<file path="src/rtl/core_pwr_pkg.sv">
package core_pwr_pkg;

  typedef enum logic [3:0] {
    ACT_NONE,
    ACT_HS_FEW,
    ACT_HS_ALL,
    ACT_HS_SKEW,
    ACT_RST_ON,
    ACT_MCLAMP_OFF,
    ACT_MGATE_ON,
    ACT_CLAMP0_OFF,
    ACT_CLAMP1_OFF,
    ACT_CLAMP_ALL_OFF,
    ACT_RST_OFF,
    ACT_PWRUP
  } act_e;

  typedef enum logic [1:0] {
    PH_IDLE,
    PH_CACHE,
    PH_RUN,
    PH_UP
  } phase_e;

  typedef struct packed {
    logic [1:0] hs_en;
    logic       skew_on;
    logic       core_rst;
    logic       mem_clamp;
    logic       mem_gate;
    logic [1:0] core_clamp;
    logic       pwr_up;
  } core_ctl_t;

  typedef struct packed {
    act_e       act;
    logic [1:0] wait_us;
    logic       last;
  } step_t;

  localparam int STEP_W = 3;

  localparam core_ctl_t CTL_COLD = '{
    hs_en:      2'b00,
    skew_on:    1'b0,
    core_rst:   1'b1,
    mem_clamp:  1'b1,
    mem_gate:   1'b0,
    core_clamp: 2'b11,
    pwr_up:     1'b0
  };

  // Step table for both profiles; index counts actions from zero.
  function automatic step_t step_lookup(input logic prof_b, input logic [STEP_W-1:0] idx);
    step_t s;
    s = '{act: ACT_NONE, wait_us: 2'd0, last: 1'b1};
    if (!prof_b) begin
      case (idx)
        3'd0: s = '{act: ACT_HS_FEW,     wait_us: 2'd1, last: 1'b0};
        3'd1: s = '{act: ACT_HS_ALL,     wait_us: 2'd1, last: 1'b0};
        3'd2: s = '{act: ACT_MCLAMP_OFF, wait_us: 2'd0, last: 1'b0};
        3'd3: s = '{act: ACT_MGATE_ON,   wait_us: 2'd1, last: 1'b0};
        3'd4: s = '{act: ACT_CLAMP0_OFF, wait_us: 2'd0, last: 1'b0};
        3'd5: s = '{act: ACT_CLAMP1_OFF, wait_us: 2'd1, last: 1'b0};
        3'd6: s = '{act: ACT_RST_OFF,    wait_us: 2'd0, last: 1'b0};
        default: s = '{act: ACT_PWRUP,   wait_us: 2'd0, last: 1'b1};
      endcase
    end else begin
      case (idx)
        3'd0: s = '{act: ACT_RST_ON,        wait_us: 2'd0, last: 1'b0};
        3'd1: s = '{act: ACT_HS_SKEW,       wait_us: 2'd2, last: 1'b0};
        3'd2: s = '{act: ACT_MCLAMP_OFF,    wait_us: 2'd0, last: 1'b0};
        3'd3: s = '{act: ACT_MGATE_ON,      wait_us: 2'd2, last: 1'b0};
        3'd4: s = '{act: ACT_CLAMP_ALL_OFF, wait_us: 2'd2, last: 1'b0};
        3'd5: s = '{act: ACT_RST_OFF,       wait_us: 2'd0, last: 1'b0};
        3'd6: s = '{act: ACT_PWRUP,         wait_us: 2'd0, last: 1'b1};
        default: s = '{act: ACT_NONE,       wait_us: 2'd0, last: 1'b1};
      endcase
    end
    return s;
  endfunction

  function automatic core_ctl_t apply_act(input core_ctl_t c, input act_e a);
    core_ctl_t n;
    n = c;
    case (a)
      ACT_HS_FEW:        n.hs_en = 2'b01;
      ACT_HS_ALL:        n.hs_en = 2'b11;
      ACT_HS_SKEW: begin
        n.hs_en   = 2'b11;
        n.skew_on = 1'b1;
      end
      ACT_RST_ON:        n.core_rst = 1'b1;
      ACT_MCLAMP_OFF:    n.mem_clamp = 1'b0;
      ACT_MGATE_ON:      n.mem_gate = 1'b1;
      ACT_CLAMP0_OFF:    n.core_clamp[0] = 1'b0;
      ACT_CLAMP1_OFF:    n.core_clamp[1] = 1'b0;
      ACT_CLAMP_ALL_OFF: n.core_clamp = 2'b00;
      ACT_RST_OFF:       n.core_rst = 1'b0;
      ACT_PWRUP:         n.pwr_up = 1'b1;
      default:           n = c;
    endcase
    return n;
  endfunction

endpackage

</file>
<file path="src/rtl/core_pwr_timer.sv">
module core_pwr_timer #(
  parameter int TW = 8
) (
  input  logic          clk_i,
  input  logic          rst_ni,
  input  logic          load_i,
  input  logic [TW-1:0] load_val_i,
  output logic          zero_o
);

  logic [TW-1:0] cnt_q;

  always_ff @(posedge clk_i or negedge rst_ni) begin
    if (!rst_ni) begin
      cnt_q <= '0;
    end else if (load_i) begin
      cnt_q <= load_val_i;
    end else if (cnt_q != '0) begin
      cnt_q <= cnt_q - 1'b1;
    end
  end

  assign zero_o = (cnt_q == '0);

endmodule

</file>
<file path="src/rtl/core_pwr_step_rom.sv">
module core_pwr_step_rom
  import core_pwr_pkg::*;
#(
  parameter int US_CYCLES = 50,
  parameter int TW        = 8
) (
  input  logic              prof_b_i,
  input  logic [STEP_W-1:0] idx_i,
  output act_e              act_o,
  output logic              last_o,
  output logic [TW-1:0]     wait_cyc_o
);

  step_t cur;

  always_comb begin
    cur        = step_lookup(prof_b_i, idx_i);
    act_o      = cur.act;
    last_o     = cur.last;
    wait_cyc_o = TW'(int'(cur.wait_us) * US_CYCLES);
  end

endmodule

</file>
<file path="src/rtl/core_pwr_ctl_reg.sv">
module core_pwr_ctl_reg
  import core_pwr_pkg::*;
(
  input  logic      clk_i,
  input  logic      rst_ni,
  input  logic      apply_i,
  input  act_e      act_i,
  output core_ctl_t ctl_o
);

  core_ctl_t ctl_q;

  always_ff @(posedge clk_i or negedge rst_ni) begin
    if (!rst_ni) begin
      ctl_q <= CTL_COLD;
    end else if (apply_i) begin
      ctl_q <= apply_act(ctl_q, act_i);
    end
  end

  assign ctl_o = ctl_q;

endmodule

</file>
<file path="src/rtl/core_pwr_fsm.sv">
module core_pwr_fsm
  import core_pwr_pkg::*;
#(
  parameter int CACHE_TMO = 2000,
  parameter int TW        = 12
) (
  input  logic              clk_i,
  input  logic              rst_ni,
  input  logic              start_i,
  input  logic              profile_i,
  input  logic              cache_ready_i,
  input  logic              timer_zero_i,
  input  logic              step_last_i,
  input  logic [TW-1:0]     step_wait_i,
  output logic              prof_b_o,
  output logic [STEP_W-1:0] step_idx_o,
  output logic              apply_o,
  output logic              timer_load_o,
  output logic [TW-1:0]     timer_val_o,
  output logic              done_o,
  output logic              error_o
);

  localparam logic [TW-1:0] TMO_LOAD = TW'(CACHE_TMO - 1);

  phase_e            phase_q, phase_d;
  logic              prof_q, prof_d;
  logic [STEP_W-1:0] idx_q, idx_d;
  logic              done_q, done_d;
  logic              err_q, err_d;

  always_comb begin
    phase_d      = phase_q;
    prof_d       = prof_q;
    idx_d        = idx_q;
    done_d       = done_q;
    err_d        = err_q;
    apply_o      = 1'b0;
    timer_load_o = 1'b0;
    timer_val_o  = '0;
    case (phase_q)
      PH_IDLE: begin
        if (start_i) begin
          phase_d      = PH_CACHE;
          prof_d       = profile_i;
          err_d        = 1'b0;
          timer_load_o = 1'b1;
          timer_val_o  = TMO_LOAD;
        end
      end
      PH_CACHE: begin
        if (cache_ready_i) begin
          apply_o      = 1'b1;
          timer_load_o = 1'b1;
          timer_val_o  = step_wait_i;
          idx_d        = STEP_W'(1);
          phase_d      = PH_RUN;
        end else if (timer_zero_i) begin
          err_d   = 1'b1;
          phase_d = PH_IDLE;
        end
      end
      PH_RUN: begin
        if (timer_zero_i) begin
          apply_o      = 1'b1;
          timer_load_o = 1'b1;
          timer_val_o  = step_wait_i;
          idx_d        = idx_q + 1'b1;
          if (step_last_i) begin
            done_d  = 1'b1;
            phase_d = PH_UP;
          end
        end
      end
      default: begin
        phase_d = PH_UP;
      end
    endcase
  end

  always_ff @(posedge clk_i or negedge rst_ni) begin
    if (!rst_ni) begin
      phase_q <= PH_IDLE;
      prof_q  <= 1'b0;
      idx_q   <= '0;
      done_q  <= 1'b0;
      err_q   <= 1'b0;
    end else begin
      phase_q <= phase_d;
      prof_q  <= prof_d;
      idx_q   <= idx_d;
      done_q  <= done_d;
      err_q   <= err_d;
    end
  end

  // While waiting for the cache, the first table entry is presented.
  assign step_idx_o = (phase_q == PH_CACHE) ? '0 : idx_q;
  assign prof_b_o   = prof_q;
  assign done_o     = done_q;
  assign error_o    = err_q;

endmodule

</file>
<file path="src/rtl/core_pwrup_seq.sv">
module core_pwrup_seq
  import core_pwr_pkg::*;
#(
  parameter int US_CYCLES = 50,
  parameter int CACHE_TMO = 2000,
  parameter int SKEW_CYC  = 16,
  localparam int SKEW_W   = $clog2(SKEW_CYC + 1)
) (
  input  logic              clk_i,
  input  logic              rst_ni,
  input  logic              start_i,
  input  logic              profile_i,
  input  logic              cache_ready_i,
  output logic [1:0]        hs_en_o,
  output logic [SKEW_W-1:0] hs_skew_o,
  output logic              core_rst_o,
  output logic              mem_clamp_o,
  output logic              mem_gate_o,
  output logic [1:0]        core_clamp_o,
  output logic              pwr_up_o,
  output logic              done_o,
  output logic              error_o
);

  localparam int MAX_WAIT = 2 * US_CYCLES;
  localparam int MAX_CNT  = (CACHE_TMO > MAX_WAIT) ? CACHE_TMO : MAX_WAIT;
  localparam int TW       = $clog2(MAX_CNT + 1);

  logic              prof_b;
  logic [STEP_W-1:0] step_idx;
  act_e              step_act;
  logic              step_last;
  logic [TW-1:0]     step_wait;
  logic              apply;
  logic              timer_load;
  logic [TW-1:0]     timer_val;
  logic              timer_zero;
  core_ctl_t         ctl;

  core_pwr_fsm #(
    .CACHE_TMO (CACHE_TMO),
    .TW        (TW)
  ) u_fsm (
    .clk_i         (clk_i),
    .rst_ni        (rst_ni),
    .start_i       (start_i),
    .profile_i     (profile_i),
    .cache_ready_i (cache_ready_i),
    .timer_zero_i  (timer_zero),
    .step_last_i   (step_last),
    .step_wait_i   (step_wait),
    .prof_b_o      (prof_b),
    .step_idx_o    (step_idx),
    .apply_o       (apply),
    .timer_load_o  (timer_load),
    .timer_val_o   (timer_val),
    .done_o        (done_o),
    .error_o       (error_o)
  );

  core_pwr_step_rom #(
    .US_CYCLES (US_CYCLES),
    .TW        (TW)
  ) u_rom (
    .prof_b_i   (prof_b),
    .idx_i      (step_idx),
    .act_o      (step_act),
    .last_o     (step_last),
    .wait_cyc_o (step_wait)
  );

  core_pwr_timer #(
    .TW (TW)
  ) u_timer (
    .clk_i      (clk_i),
    .rst_ni     (rst_ni),
    .load_i     (timer_load),
    .load_val_i (timer_val),
    .zero_o     (timer_zero)
  );

  core_pwr_ctl_reg u_ctl (
    .clk_i   (clk_i),
    .rst_ni  (rst_ni),
    .apply_i (apply),
    .act_i   (step_act),
    .ctl_o   (ctl)
  );

  assign hs_en_o      = ctl.hs_en;
  assign hs_skew_o    = ctl.skew_on ? SKEW_W'(SKEW_CYC) : '0;
  assign core_rst_o   = ctl.core_rst;
  assign mem_clamp_o  = ctl.mem_clamp;
  assign mem_gate_o   = ctl.mem_gate;
  assign core_clamp_o = ctl.core_clamp;
  assign pwr_up_o     = ctl.pwr_up;

endmodule

</file>
<file path="config.mk">
export PLATFORM = sky130hd
export DESIGN_NAME = core_pwrup_seq
export DESIGN_NICKNAME = d
export VERILOG_FILES = /design/src/rtl/core_pwr_pkg.sv /design/src/rtl/core_pwr_timer.sv /design/src/rtl/core_pwr_step_rom.sv /design/src/rtl/core_pwr_ctl_reg.sv /design/src/rtl/core_pwr_fsm.sv /design/src/rtl/core_pwrup_seq.sv
export SDC_FILE = /design/constraint.sdc
export NUM_CORES = 1
export LEC_CHECK = 0
export BUFFER_PORTS_ARGS = -buffer_cell sky130_fd_sc_hd__buf_2
export CAP_MARGIN = 15
export CORE_UTILIZATION = 50
export DETAILED_ROUTE_END_ITERATION = 16
export GPL_TIMING_DRIVEN = 0
export PLACE_DENSITY = 0.77
export SLEW_MARGIN = 15
export SYNTH_ARGS = -nofsm -noshare
export SYNTH_HDL_FRONTEND = slang
export SYNTH_HIERARCHICAL = 1
export SYNTH_SLANG_ARGS = --single-unit
export TNS_END_PERCENT = 20
</file>
<file path="constraint.sdc">
create_clock -name clk_i -period 4 [get_ports clk_i]
set_clock_uncertainty 0.05 [all_clocks]
set_input_delay 0 -clock clk_i [delete_from_list [all_inputs] [get_ports clk_i]]
set_output_delay 0 -clock clk_i [all_outputs]
set_load 0.05 [all_outputs]
</file>
==> run metrics <==
DR WL/cell 12.9 microns; number of enable flip-flop cells after synthesis 0; P_leak 1.03 nW; adder-cell share of the synthesized area 0.0619; Worst VDD drop 0.354 mV; Tot Pwr 1.85 mW; CP Capture Point u_timer/cnt_q[10]; status completed; share of cells above drive strength 1 0.246; top cell type's share of synthesized area 0.297; Max-slew headroom 0.573; #FFs+latches synth 28; RR Endpoint u_timer/cnt_q[10]; Post-DRT Antenna Nets 0; CTS Root Cell clkbuf_8; Finished Core Util 0.599; Worst-Margin Slew 0.641 ns; largest net degree at the start of global routing 29; startpoint types flip-flop; Final setup viols 0; post-synthesis sequential area ratio 0.349; Final #Nets 264; Power Density 818 nW/um^2; Synth Area in Simple Gates 0.227; vias in the first global route 1465; routed wire length 3810 microns; Chip Width 65.6 microns; Syn Area/Cell 9.18 sq um; fin crit share 0.781; Filler cells 353; Initial Utilization 0.536; Critical-path top delay cell or4_4; Clock Sinks 28; mux contribution to synthesized area 0.0322; I/O Pins 20; R2R setup slack 0.88 ns; Core Region 3770 sq um; Worst Setup SP u_timer/cnt_q[3]; CP max FO 10; GRT overflow 0; sequential power share 0.264; PortBufs 15; Clk pwr share 0.097; FFs w/ async S/R, synth 1.00; synth top area cells dfrtp_1 (30%), ha_1 (6.2%), dfstp_2 (5.2%); post-route minimum period 3.12 ns; Final HPWL DP 2760 microns; CP required 4.09 ns; synth warn 6; Post-CTS Setup Bufs 0; htree depth 1; Clk Latency, worst-skew pair 0.28 ns; post-synthesis xor/xnor area fraction 0.0347; maximum clock frequency 320 MHz; die height 65.6 microns; setup tns final 0 ns; Yosys cell types 64; antenna diode count 0; CP most frequent cell clkbuf_1; Global Route Usage Sum 0.203; CTS clock-pin slew for the worst setup and hold paths 0.10 ns; Final Hold Viols 0; first-pass GRT wire length 6780 microns; CTS buffer count 3; worst r2r path cells 8; clock tree buffer depth 2; top_reg_cell synth dfrtp_1; Synth Cell Area 2020 sq um; most instantiated library cell after synthesis nand2_1; Sw Pwr 0.866 mW; RSZ-0062 raised after global routing false; number of vias per cell 5.32; Die ar. 4300 sq um; Pint 0.980 mW; kind of critical path flip-flop to flip-flop; crit path cell chain or4_4, nor3_4, buf_6, a22oi_1, a21oi_1, clkbuf_1, clkbuf_1, o21ai_0; Final GP Congestion 0.810; CP endpoint kind flip-flop; Slew Viols, Final 0; antenna violations before repair 0; Max-cap violations 0; worst r2r src u_timer/cnt_q[3]; combinational share of power 0.639; DR vias 1575; area grow syn2layout 11.7%; HP Class input pin to flip-flop; Iteration-0 DRC Markers 94; Worst path max stage delay 0.56 ns; DRT Pass-1 Iters 4; Yosys top cell by area dfrtp_1; compound-gate portion of the synthesized area 0.204; number of remaining DRC errors 0; largest family of logic cells by synthesized area simple AND/OR/NAND/NOR gates; crit path DAT 3.22 ns; site row count 22; Sw Ratio 0.469; most instantiated cells after synthesis nand2_1 (26), dfrtp_1 (24), a21oi_1 (14); Gate Count Post-Synth 220; CTS tree done
final cells by class:
type                            instances  area, sq um  area share
Multi-Input combinational cell        169         1160       0.516
Sequential cell                        28          706       0.313
Buffer                                 21          143      0.0632
Timing Repair Buffer                   17         95.1      0.0421
Tap cell                               48         60.1      0.0266
Clock buffer                            4         55.1      0.0244
Inverter                                9         33.8      0.0150
kinds of logic (layout without fill, tap and decap cells):
group	count (synthesis)	in the layout
AO/OA/AOI/OAI	58	58
XOR/XNOR	8	8
adder cells (fa/ha/maj)	10	10
buffers and inverters	30	51
flip-flops	28	28
multiplexers	6	6
other	2	9
AND/OR/NAND/NOR	78	78
timing repair:
item	in CTS	in global routing
resized for setup	0	0
hold buffers	2	0
hold endpoints to repair	25	0
power groups by stage:
stage	logic [mW]	registers [mW]	clock network, mW
detailed placement	1.17	0.489	0
CTS	1.18	0.485	0.183
global route	1.32	0.503	0.194
finish	1.18	0.487	0.178
floorplan	0.869	0.580	0
global placement	1.14	0.487	0
worst min path at each step:
stage / cells after the start / slack, ns / endpoint / start
6_report: 3 / 0.04 / u_fsm/error_o / start_i
5_1_grt: 3 / 0.06 / u_fsm/error_o / start_i
4_1_cts: 3 / 0.02 / u_fsm/error_o / start_i
3_5_place_dp: 1 / 0.01 / u_ctl/ctl_o[6] / rst_ni
3_3_place_gp: 1 / 0.01 / u_ctl/ctl_o[3] / rst_ni
2_1_floorplan: 0 / -0.35 / u_ctl/ctl_o[0] / rst_ni
stage by stage:
stage	hold WS [ns]	instance area [sq um]	cells	worst slack, ns
2_1_floorplan	-0.346	2050	227	1.41
3_3_place_gp	0.0129	2180	290	0.955
3_5_place_dp	0.0143	2180	290	0.955
4_1_cts	0.0218	2260	296	0.870
5_1_grt	0.0570	2260	296	0.620
6_report	0.0354	2260	296	0.877
layout by cell type (no fill, tap or decap), drive strengths merged, types with 3 or more instances in the layout:
cell type | netlist | routed
buf | 17 | 32
nor2 | 10 | 10
nor3b | 3 | 3
a22o | 5 | 5
inv | 9 | 9
dfrtp | 24 | 24
nand2b | 8 | 8
a21oi | 14 | 14
and2 | 4 | 4
conb | 2 | 9
dfstp | 4 | 4
ha | 10 | 10
nor3 | 4 | 4
nor2b | 8 | 8
clkbuf | 4 | 8
a31oi | 3 | 3
nand2 | 26 | 26
mux2 | 4 | 4
xnor2 | 7 | 7
o21ai | 9 | 9
metal layers:
metal | vias up | GRT usage | part of all wire | wire [microns]
li1 | 807 | - | - | -
met1 | 740 | 0.273 | 0.49 | 1880
met2 | 24 | 0.338 | 0.47 | 1790
met3 | 4 | 0.0260 | 0.025 | 96
met4 | 0 | 0.0571 | 0.011 | 43
met5 | - | 0 | 0 | 0
worst max-delay path, delay by kind of cell (launching register included):
family | cells | cell delay [ns]
AOI/OAI and AO/OA | 3 | 0.60
buffers and inverters | 3 | 0.98
and+or+nand+nor | 2 | 0.91
DFF | 1 | 0.45
registers in the layout, indices dropped and copies added, names as in the netlist:
register	flops
u_ctl/ctl_o	9
u_fsm/done_o	1
u_fsm/error_o	1
u_fsm/idx_q	3
u_fsm/phase_q	2
u_fsm/prof_b_o	1
u_timer/cnt_q	11
No activity file was read; power rests on OpenSTA's default activity.
